$ cat src/rtl/lnk_sync_pkg.sv
package lnk_sync_pkg;
  localparam int REG_DW      = 32;
  localparam int OFS_LINKCTL = 'h04;
  localparam int OFS_SYNCCTL = 'h0C;
  localparam int RDY_LSB     = 8;
  localparam int LD_BIT      = 15;
  localparam int ARM_LSB     = 16;
  localparam int GO_BIT      = 24;
endpackage

$ cat src/rtl/lnk_pwr_seq.sv
// Per-link power settle sequencer: the settled state follows the request
// only after the request has differed from it for DLY cycles in a row.
module lnk_pwr_seq #(
  parameter int DLY = 4
) (
  input  logic clk,
  input  logic rst_n,
  input  logic req,
  output logic rdy
);
  localparam int CW = $clog2(DLY + 1);

  logic [CW-1:0] cnt_q, cnt_d;
  logic          rdy_q, rdy_d;

  always_comb begin
    cnt_d = '0;
    rdy_d = rdy_q;
    if (req != rdy_q) begin
      if (cnt_q == CW'(DLY - 1)) begin
        rdy_d = req;
      end else begin
        cnt_d = cnt_q + 1'b1;
      end
    end
  end

  always_ff @(posedge clk or negedge rst_n) begin
    if (!rst_n) begin
      cnt_q <= '0;
      rdy_q <= 1'b0;
    end else begin
      cnt_q <= cnt_d;
      rdy_q <= rdy_d;
    end
  end

  assign rdy = rdy_q;
endmodule

$ cat src/rtl/sync_tick_gen.sv
// Frame sync down-counter with a staged period committed at a tick.
module sync_tick_gen #(
  parameter int              PER_W   = 15,
  parameter logic [PER_W-1:0] PER_RST = 15'h176F
) (
  input  logic             clk,
  input  logic             rst_n,
  input  logic [PER_W-1:0] stage_per,
  input  logic             ld_req,
  output logic             ld_pend,
  output logic             tick
);
  logic [PER_W-1:0] cnt_q, cnt_d;
  logic [PER_W-1:0] per_q, per_d;
  logic             ld_q, ld_d;
  logic             at_zero;

  assign at_zero = (cnt_q == '0);

  always_comb begin
    per_d = per_q;
    cnt_d = cnt_q - 1'b1;
    if (at_zero) begin
      if (ld_q) begin
        per_d = stage_per;
        cnt_d = stage_per;
      end else begin
        cnt_d = per_q;
      end
    end
    ld_d = ld_req | (ld_q & ~at_zero);
  end

  always_ff @(posedge clk or negedge rst_n) begin
    if (!rst_n) begin
      cnt_q <= PER_RST;
      per_q <= PER_RST;
      ld_q  <= 1'b0;
    end else begin
      cnt_q <= cnt_d;
      per_q <= per_d;
      ld_q  <= ld_d;
    end
  end

  assign tick    = at_zero;
  assign ld_pend = ld_q;
endmodule

$ cat src/rtl/bank_sw_ctrl.sv
// Arm flags and the go flag; fires one aligned strobe on the next tick.
module bank_sw_ctrl #(
  parameter int N_LINKS = 4
) (
  input  logic               clk,
  input  logic               rst_n,
  input  logic               tick,
  input  logic [N_LINKS-1:0] arm_set,
  input  logic               go_wr,
  output logic [N_LINKS-1:0] arm,
  output logic               go_pend,
  output logic [N_LINKS-1:0] bank_sw
);
  logic [N_LINKS-1:0] arm_q, arm_d;
  logic               go_q, go_d;
  logic               fire;

  assign fire = go_q & tick;

  always_comb begin
    arm_d = (fire ? '0 : arm_q) | arm_set;
    go_d  = ((go_q & ~fire) | go_wr) & (|arm_d);
  end

  always_ff @(posedge clk or negedge rst_n) begin
    if (!rst_n) begin
      arm_q <= '0;
      go_q  <= 1'b0;
    end else begin
      arm_q <= arm_d;
      go_q  <= go_d;
    end
  end

  assign bank_sw = arm_q & {N_LINKS{fire}};
  assign arm     = arm_q;
  assign go_pend = go_q;
endmodule

$ cat src/rtl/lnk_sync_shim.sv
module lnk_sync_shim
  import lnk_sync_pkg::*;
#(
  parameter int              N_LINKS = 4,
  parameter int              ADDR_W  = 8,
  parameter int              PWR_DLY = 4,
  parameter int              PER_W   = 15,
  parameter logic [PER_W-1:0] PER_RST = 15'h176F
) (
  input  logic               clk,
  input  logic               rst_n,
  input  logic               reg_we,
  input  logic [ADDR_W-1:0]  reg_addr,
  input  logic [REG_DW-1:0]  reg_wdata,
  output logic [REG_DW-1:0]  reg_rdata,
  input  logic [N_LINKS-1:0] link_pwr_ok,
  output logic [N_LINKS-1:0] link_pwr_req,
  output logic               sync_pulse,
  output logic [N_LINKS-1:0] bank_sw
);
  localparam logic [ADDR_W-1:0] A_LCTL = ADDR_W'(OFS_LINKCTL);
  localparam logic [ADDR_W-1:0] A_SYNC = ADDR_W'(OFS_SYNCCTL);

  // reset: asserted asynchronously, released after two clock edges
  logic rst_m, rst_sn;
  always_ff @(posedge clk or negedge rst_n) begin
    if (!rst_n) begin
      rst_m  <= 1'b0;
      rst_sn <= 1'b0;
    end else begin
      rst_m  <= 1'b1;
      rst_sn <= rst_m;
    end
  end

  logic wr_lctl, wr_sync;
  assign wr_lctl = reg_we && (reg_addr == A_LCTL);
  assign wr_sync = reg_we && (reg_addr == A_SYNC);

  logic [N_LINKS-1:0] req_q, req_d;
  logic [PER_W-1:0]   stage_q, stage_d;

  always_comb begin
    req_d   = req_q;
    stage_d = stage_q;
    if (wr_lctl) req_d   = reg_wdata[N_LINKS-1:0];
    if (wr_sync) stage_d = reg_wdata[PER_W-1:0];
  end

  always_ff @(posedge clk or negedge rst_sn) begin
    if (!rst_sn) begin
      req_q   <= '0;
      stage_q <= PER_RST;
    end else begin
      req_q   <= req_d;
      stage_q <= stage_d;
    end
  end

  logic [N_LINKS-1:0] rdy;
  for (genvar i = 0; i < N_LINKS; i++) begin : g_pwr
    lnk_pwr_seq #(.DLY(PWR_DLY)) u_seq (
      .clk  (clk),
      .rst_n(rst_sn),
      .req  (req_q[i]),
      .rdy  (rdy[i])
    );
  end

  logic ld_pend, tick;
  sync_tick_gen #(.PER_W(PER_W), .PER_RST(PER_RST)) u_tick (
    .clk      (clk),
    .rst_n    (rst_sn),
    .stage_per(stage_q),
    .ld_req   (wr_sync & reg_wdata[LD_BIT]),
    .ld_pend  (ld_pend),
    .tick     (tick)
  );

  logic [N_LINKS-1:0] arm_set, arm;
  logic               go_pend;
  assign arm_set = wr_sync ? reg_wdata[ARM_LSB +: N_LINKS] : '0;

  bank_sw_ctrl #(.N_LINKS(N_LINKS)) u_bsw (
    .clk    (clk),
    .rst_n  (rst_sn),
    .tick   (tick),
    .arm_set(arm_set),
    .go_wr  (wr_sync & reg_wdata[GO_BIT]),
    .arm    (arm),
    .go_pend(go_pend),
    .bank_sw(bank_sw)
  );

  always_comb begin
    reg_rdata = '0;
    if (reg_addr == A_LCTL) begin
      reg_rdata[N_LINKS-1:0]         = req_q;
      reg_rdata[RDY_LSB +: N_LINKS]  = rdy & link_pwr_ok;
    end else if (reg_addr == A_SYNC) begin
      reg_rdata[PER_W-1:0]           = stage_q;
      reg_rdata[LD_BIT]              = ld_pend;
      reg_rdata[ARM_LSB +: N_LINKS]  = arm;
      reg_rdata[GO_BIT]              = go_pend;
    end
  end

  assign link_pwr_req = req_q;
  assign sync_pulse   = tick;
endmodule


$ cat config.mk
export PLATFORM = sky130hd
export DESIGN_NAME = lnk_sync_shim
export DESIGN_NICKNAME = d
export VERILOG_FILES = /design/src/rtl/lnk_sync_pkg.sv /design/src/rtl/lnk_pwr_seq.sv /design/src/rtl/sync_tick_gen.sv /design/src/rtl/bank_sw_ctrl.sv /design/src/rtl/lnk_sync_shim.sv
export SDC_FILE = /design/constraint.sdc
export NUM_CORES = 1
export LEC_CHECK = 0
export BUFFER_PORTS_ARGS = -buffer_cell sky130_fd_sc_hd__buf_2
export CAP_MARGIN = 20
export CORE_AREA = 2 2 100 102
export CTS_CLUSTER_SIZE = 30
export DETAILED_ROUTE_END_ITERATION = 8
export DIE_AREA = 0 0 102 104
export PLACE_DENSITY = 0.73
export SYNTH_ARGS = -nofsm -noshare
export SYNTH_HDL_FRONTEND = slang
export SYNTH_HIERARCHICAL = 1
export SYNTH_SLANG_ARGS = --single-unit
$ cat constraint.sdc
create_clock -name clk -period 4.7 [get_ports clk]
set_input_delay 0.235 -clock clk [delete_from_list [all_inputs] [get_ports clk]]
set_output_delay 0.235 -clock clk [all_outputs]
set_load 0.01 [all_outputs]
== Word-level counts from Yosys, hierarchy flattened ==
Cells that the tools add are included.

* Bits in registers: 73
* Bits of input ports: 47
* Output and inout bits: 41
* Logic and storage cells: 72

* Add/sub/neg operators: 5
* Equality and inequality tests: 10
* Multiplexer cells: 19
* Bitwise operators: 13
* Reductions and logical operators: 8

{| class="wikitable"
|+ Operators with widths
! cell !! number
|-
| $mux 15 || 2
|-
| $mux 3 || 8
|-
| $mux 20 || 1
|-
| $mux 4 || 5
|-
| $logic_not 15->1 || 1
|-
| $sub 15x1->15 const B || 1
|-
| $add 3x1->3 const B || 4
|-
| $eq 3x2->1 const B || 4
|-
| $and 4x4->4 || 2
|-
| $eq 8x3->1 const B || 1
|-
| $eq 8x4->1 const B || 1
|-
| $mux 8 || 1
|-
| $reduce_and 2->1 || 4
|-
| $and 1x1->1 || 6
|-
| $ne 1x1->1 || 4
|-
| $or 4x4->4 || 1
|-
| $reduce_or 4->1 || 1
|-
| $logic_and 1x1->1 || 2
|-
| $mux 1 || 2
|-
| $not 1->1 || 2
|-
| $or 1x1->1 || 2
|}

== Depth between registers and ports, before layout ==
* Word-level depth: 6
* Gate-level depth with buffers: 9
* Gate-level depth less buffers: 7

== Modules after synthesis ==
Netlist, hierarchy kept.

{| class="wikitable"
|+ Modules (own cells, without submodules)
! module !! times used !! cells each !! area an instance (um^2) !! seq. area each (um^2)
|-
| sync_tick_gen || 1 || 128 || 1647.8 || 800.8
|-
| lnk_sync_shim || 1 || 104 || 1224.9 || 538.0
|-
| lnk_pwr_seq || 4 || 11 || 166.4 || 100.1
|-
| bank_sw_ctrl || 1 || 20 || 222.7 || 125.1
|}

== Worst setup path before layout ==
No wires, ideal clock.

* Path kind: register to register
* Start: register u_tick.cnt_q[4]
* End: register u_bsw.arm_q[1], in the netlist u_bsw/arm[1]
* Library setup time: 0.119 ns
* Arrival time: 1.805 ns
* Data required time: 4.581 ns
* Setup slack: 2.777 ns
* Cell stages (with the launch flop): 7
* Path buffers: 2
* Period minus slack after synthesis: 1.923 ns
* Cells stage by stage: dfrtp_1 -> nor4_4 -> and4_1 -> buf_6 -> buf_2 -> nand2_1 -> a21o_2

* Cells in the longest elaborated chain, start to end: 4

{| class="wikitable"
|+ Ends and longest elaborated chain
! item !! line !! RTL
|-
| start: declaration || sync_tick_gen.sv:13 || <nowiki>logic [PER_W-1:0] cnt_q, cnt_d;</nowiki>
|-
| start signal: assignment || sync_tick_gen.sv:40 || <nowiki>cnt_q <= cnt_d;</nowiki>
|-
| $logic_not 15->1 || sync_tick_gen.sv:18 || <nowiki>assign at_zero = (cnt_q == '0);</nowiki>
|-
| via sync_pulse || lnk_sync_shim.sv:18 || <nowiki>output logic sync_pulse,</nowiki>
|-
| $and 1x1->1 || bank_sw_ctrl.sv:18 || <nowiki>assign fire = go_q & tick;</nowiki>
|-
| $mux 4 || bank_sw_ctrl.sv:21 || <nowiki>arm_d = (fire ? '0 : arm_q) | arm_set;</nowiki>
|-
| $or 4x4->4 || bank_sw_ctrl.sv:21 ||
|-
| via u_bsw.arm_d[1] || bank_sw_ctrl.sv:14 || <nowiki>logic [N_LINKS-1:0] arm_q, arm_d;</nowiki>
|-
| end signal: assignment || bank_sw_ctrl.sv:30 || <nowiki>arm_q <= arm_d;</nowiki>
|-
| end: declaration || bank_sw_ctrl.sv:14 ||
|}

The timed path passes the listed nets, and every way through them passes these cells.
A chain may end at the register's enable or synchronous reset.

== Worst setup path after layout ==
* Start: register u_tick.cnt_q[4]
* End: output port sync_pulse

* Cells in the longest elaborated chain, start to end: 1

{| class="wikitable"
|+ Ends and longest elaborated chain
! item !! line
|-
| $logic_not 15->1 || sync_tick_gen.sv:18
|-
| end: declaration || lnk_sync_shim.sv:18
|}

Every way passes these cells.

==> results.cfg <==
[outcome]
run_status = finished clean

[timing]
clock-skew-final_ns = 0.0110
relSlewSlack_pct = 41.4
fmaxAchievable_mhz = 387
grt_setup_unrepaired = no
timing_max_transition_violations_final = 0
setup-tns-final_ns = 0
finalHoldViolations = 0
final_min_period_over_clock_period_pct = 55.0
post-route-min-period_ns = 2.59
setup_viol_count_final = 0
timing_worst_slew_pin_value_ns = 0.879

[floorplan]
die-width_um = 102
die_h_um = 104
core_area_sq_um = 9550
ios = 88
starting_density_pct = 39.4
placement_rows = 36
fp.dieArea_sq_um = 10600

[clock_network]
cts-root-buf = sky130_fd_sc_hd__clkbuf_8
cts_repair_resize_count = 0
cts_tree = yes
numClockSinks = 73
cts-root-to-sink-buffers = 2
cts.htree.levels = 3
cts_made_buffers = 9
worstSkewPairLatency_ns = 0.35
clk_transition_reported_paths_ns = 0.07
post_cts.repair.setup_buffers = 0
hold_buffers = 1

[finish]
areaGrowthSynthToFinish_pct = 16.3
layout.cell_area.non_filler_sq_um = 4370
antenna_cells_inserted = 0
drive_above_1_share_pct = 42.9
final_cell_mix = sky130_fd_sc_hd__buf_2, sky130_fd_sc_hd__dfrtp_1, sky130_fd_sc_hd__dfstp_2
final_net_count = 416
layout_commonest_cell = sky130_fd_sc_hd__buf_2
layout.core_utilization_pct = 45.8

[placed_design]
hpwlAfterDp_um = 4950
buffer_ports.inserted = 65
gp_routability_congestion = 0.765
placed_area_sq_um = 4140

[setup_path]
critPathCaptureType = output port
timing.setup.critical_path_class = reg -> out
critical_path_arrival_ns = 2.35
cp_slowest_stage_delay_ns = 0.50
worst-path-max-fanout = 24
cp-start-kind = register
cp_slowest_cell = sky130_fd_sc_hd__nor4_4
critical_path.cell_chain = nor4_4 -> and4_1 -> buf_4 -> buf_2
worst-endpoint-required_ns = 4.47

[route]
drt-pass1-iter-count = 4
initialDrtViolationCount = 139
remaining_drc_errors = 0
drt_total_wl_um = 6970
via_count_normalized_by_instance_count = 4.88
detailroute.via_count = 2444
wire_length_per_cell_um = 13.9
final_antenna_net_count = 0

[global_routing]
grt_start_max_net_pins = 72
grt_remaining_overflow = 0
first_pass_grt_wire_length_um = 11700
grt_antenna_before_repair = 0
first_global_vias = 2462
globalRouteTotalUtil_pct = 14.1

[logic_synthesis]
synth-warning-count = 6
number_of_different_library_cells_in_the_post_synthesis_netlist = 48
synth_seq_cells = 73
synth-edff-count = 0
synth_cells = 296
synthArstFlopShare_pct = 100
yosysSeqAreaShare_pct = 49.6
mappedNetlistArea_sq_um = 3760
synthesis.area_per_instance_sq_um = 12.7
yosys_most_used_dff = sky130_fd_sc_hd__dfrtp_1

[flow_run]
cap_viol_max_count = 0

[power_and_ir_drop]
power.static_leakage_nw = 2.18
power_per_cell_area_nw_per_um2 = 289
ir_drop_uv = 189

[worst_hold_path]
hold_path_class = in -> reg
cell usage after synthesis, types with 2 or more instances:
cell type / instances / area (sq um)
sky130_fd_sc_hd__dfrtp_1: 43 / 1080
sky130_fd_sc_hd__dfstp_2: 30 / 788
sky130_fd_sc_hd__mux2i_1: 26 / 260
sky130_fd_sc_hd__mux2_4: 20 / 300
sky130_fd_sc_hd__and3_1: 16 / 100
sky130_fd_sc_hd__mux2_2: 15 / 169
sky130_fd_sc_hd__buf_4: 12 / 90.1
sky130_fd_sc_hd__a21oi_1: 11 / 55.1
sky130_fd_sc_hd__nor2_1: 10 / 37.5
sky130_fd_sc_hd__nor3_1: 10 / 50.1
sky130_fd_sc_hd__nor3b_1: 10 / 75.1
sky130_fd_sc_hd__nand2_1: 9 / 33.8
sky130_fd_sc_hd__xor2_1: 8 / 70.1
sky130_fd_sc_hd__and2_1: 7 / 43.8
sky130_fd_sc_hd__ha_1: 6 / 75.1
sky130_fd_sc_hd__xnor2_1: 6 / 52.6
sky130_fd_sc_hd__clkbuf_1: 4 / 15.0
sky130_fd_sc_hd__inv_1: 4 / 15.0
sky130_fd_sc_hd__mux2_1: 4 / 45.0
sky130_fd_sc_hd__nand3b_1: 4 / 30.0
sky130_fd_sc_hd__nor2b_4: 4 / 55.1
sky130_fd_sc_hd__a21o_1: 3 / 22.5
sky130_fd_sc_hd__buf_6: 3 / 33.8
sky130_fd_sc_hd__buf_2: 2 / 10.0
sky130_fd_sc_hd__conb_1: 2 / 7.51
sky130_fd_sc_hd__nand4_1: 2 / 12.5
sky130_fd_sc_hd__nand4b_1: 2 / 17.5
sky130_fd_sc_hd__nor4_1: 2 / 12.5
sky130_fd_sc_hd__or4_1: 2 / 15.0
metal layers:
| layer | track usage [%] | wire length [um] | vias to the layer above |
|---|---|---|---|
| met5 | 0 | 0 | - |
| met4 | 6.38 | 109 | 0 |
| met3 | 3.83 | 302 | 9 |
| met2 | 23.2 | 3540 | 62 |
| met1 | 17.1 | 3020 | 1213 |
| li1 | - | - | 1160 |
cells by family (layout without fill, tap and decap cells):
| group | Yosys count | count (layout) | synth area share, % |
|---|---|---|---|
| XOR/XNOR | 14 | 14 | 3.26 |
| AND/OR/NAND/NOR | 87 | 87 | 15.7 |
| multiplexers | 65 | 65 | 20.6 |
| adder cells (fa/ha/maj) | 6 | 6 | 2.00 |
| AO/OA/AOI/OAI | 22 | 22 | 3.63 |
| flip-flops | 73 | 73 | 49.6 |
| buffers and inverters | 27 | 89 | 5.02 |
| other | 2 | 12 | 0.200 |
critical path: cells and delay by family, from the launching register on:
kind	cells	cell delay [ns]
buffers and inverters	2	0.57
flip-flops	1	0.46
AND/OR/NAND/NOR	2	0.96
power by group:
group | total, W | internal, W | leakage (nW) | switching, W
Combinational | 0.0000646 | 0.0000306 | 1.19 | 0.0000341
Clock | 0.000543 | 0.000329 | 0.111 | 0.000214
Sequential | 0.000656 | 0.000645 | 0.877 | 0.0000116
flip-flops by register name, indices dropped and copies added, names as in the netlist:
| register | flops |
|---|---|
| u_tick/per_q | 15 |
| stage_q | 15 |
| g_pwr.u_seq/rdy | 4 |
| rst_sn | 1 |
| u_bsw/arm | 4 |
| link_pwr_req | 4 |
| u_tick/ld_pend | 1 |
| u_tick/cnt_q | 15 |
| rst_m | 1 |
| g_pwr.u_seq/cnt_q | 12 |
| u_bsw/go_pend | 1 |
layout make-up:
cell class | instances | area [sq um]
multi-input combinational | 206 | 1750
timing repair buffer | 69 | 358
sequential | 73 | 1870
clock inverter | 2 | 60.1
clock buffer | 14 | 163
tap | 133 | 166
fill | 885 | 5180
inverter | 4 | 15.0
per-stage QoR:
stage          std cells  setup WS [ns]  hold slack (ns)  power [W]
2_1_floorplan        306           2.57          -0.0606   0.000710
3_3_place_gp         484           2.52           0.0197   0.000731
3_5_place_dp         484           2.51           0.0229   0.000733
4_1_cts              501           2.11           0.0863    0.00128
5_1_grt              501           1.96           0.0973    0.00131
6_report             501           2.11            0.108    0.00126
path summary, 6_finish.rpt:
| check | cells past startpoint | startpoint | endpoint | slack [ns] |
|---|---|---|---|---|
| max in group asynchronous | 1 | rst_sn | g_pwr[0].u_seq/cnt_q[2] | 3.66 |
| min in group asynchronous | 2 | rst_n | rst_sn | 0.19 |
| worst max register to register | 5 | u_tick/cnt_q[4] | u_tick/cnt_q[10] | 2.51 |
| worst max-delay path | 4 | u_tick/cnt_q[4] | sync_pulse | 2.11 |
| worst min-delay path | 2 | reg_wdata[12] | stage_q[12] | 0.11 |
| worst min register to register | 0 | rst_m | rst_sn | 0.35 |
Note: power is estimated with default switching activity, not from simulation.
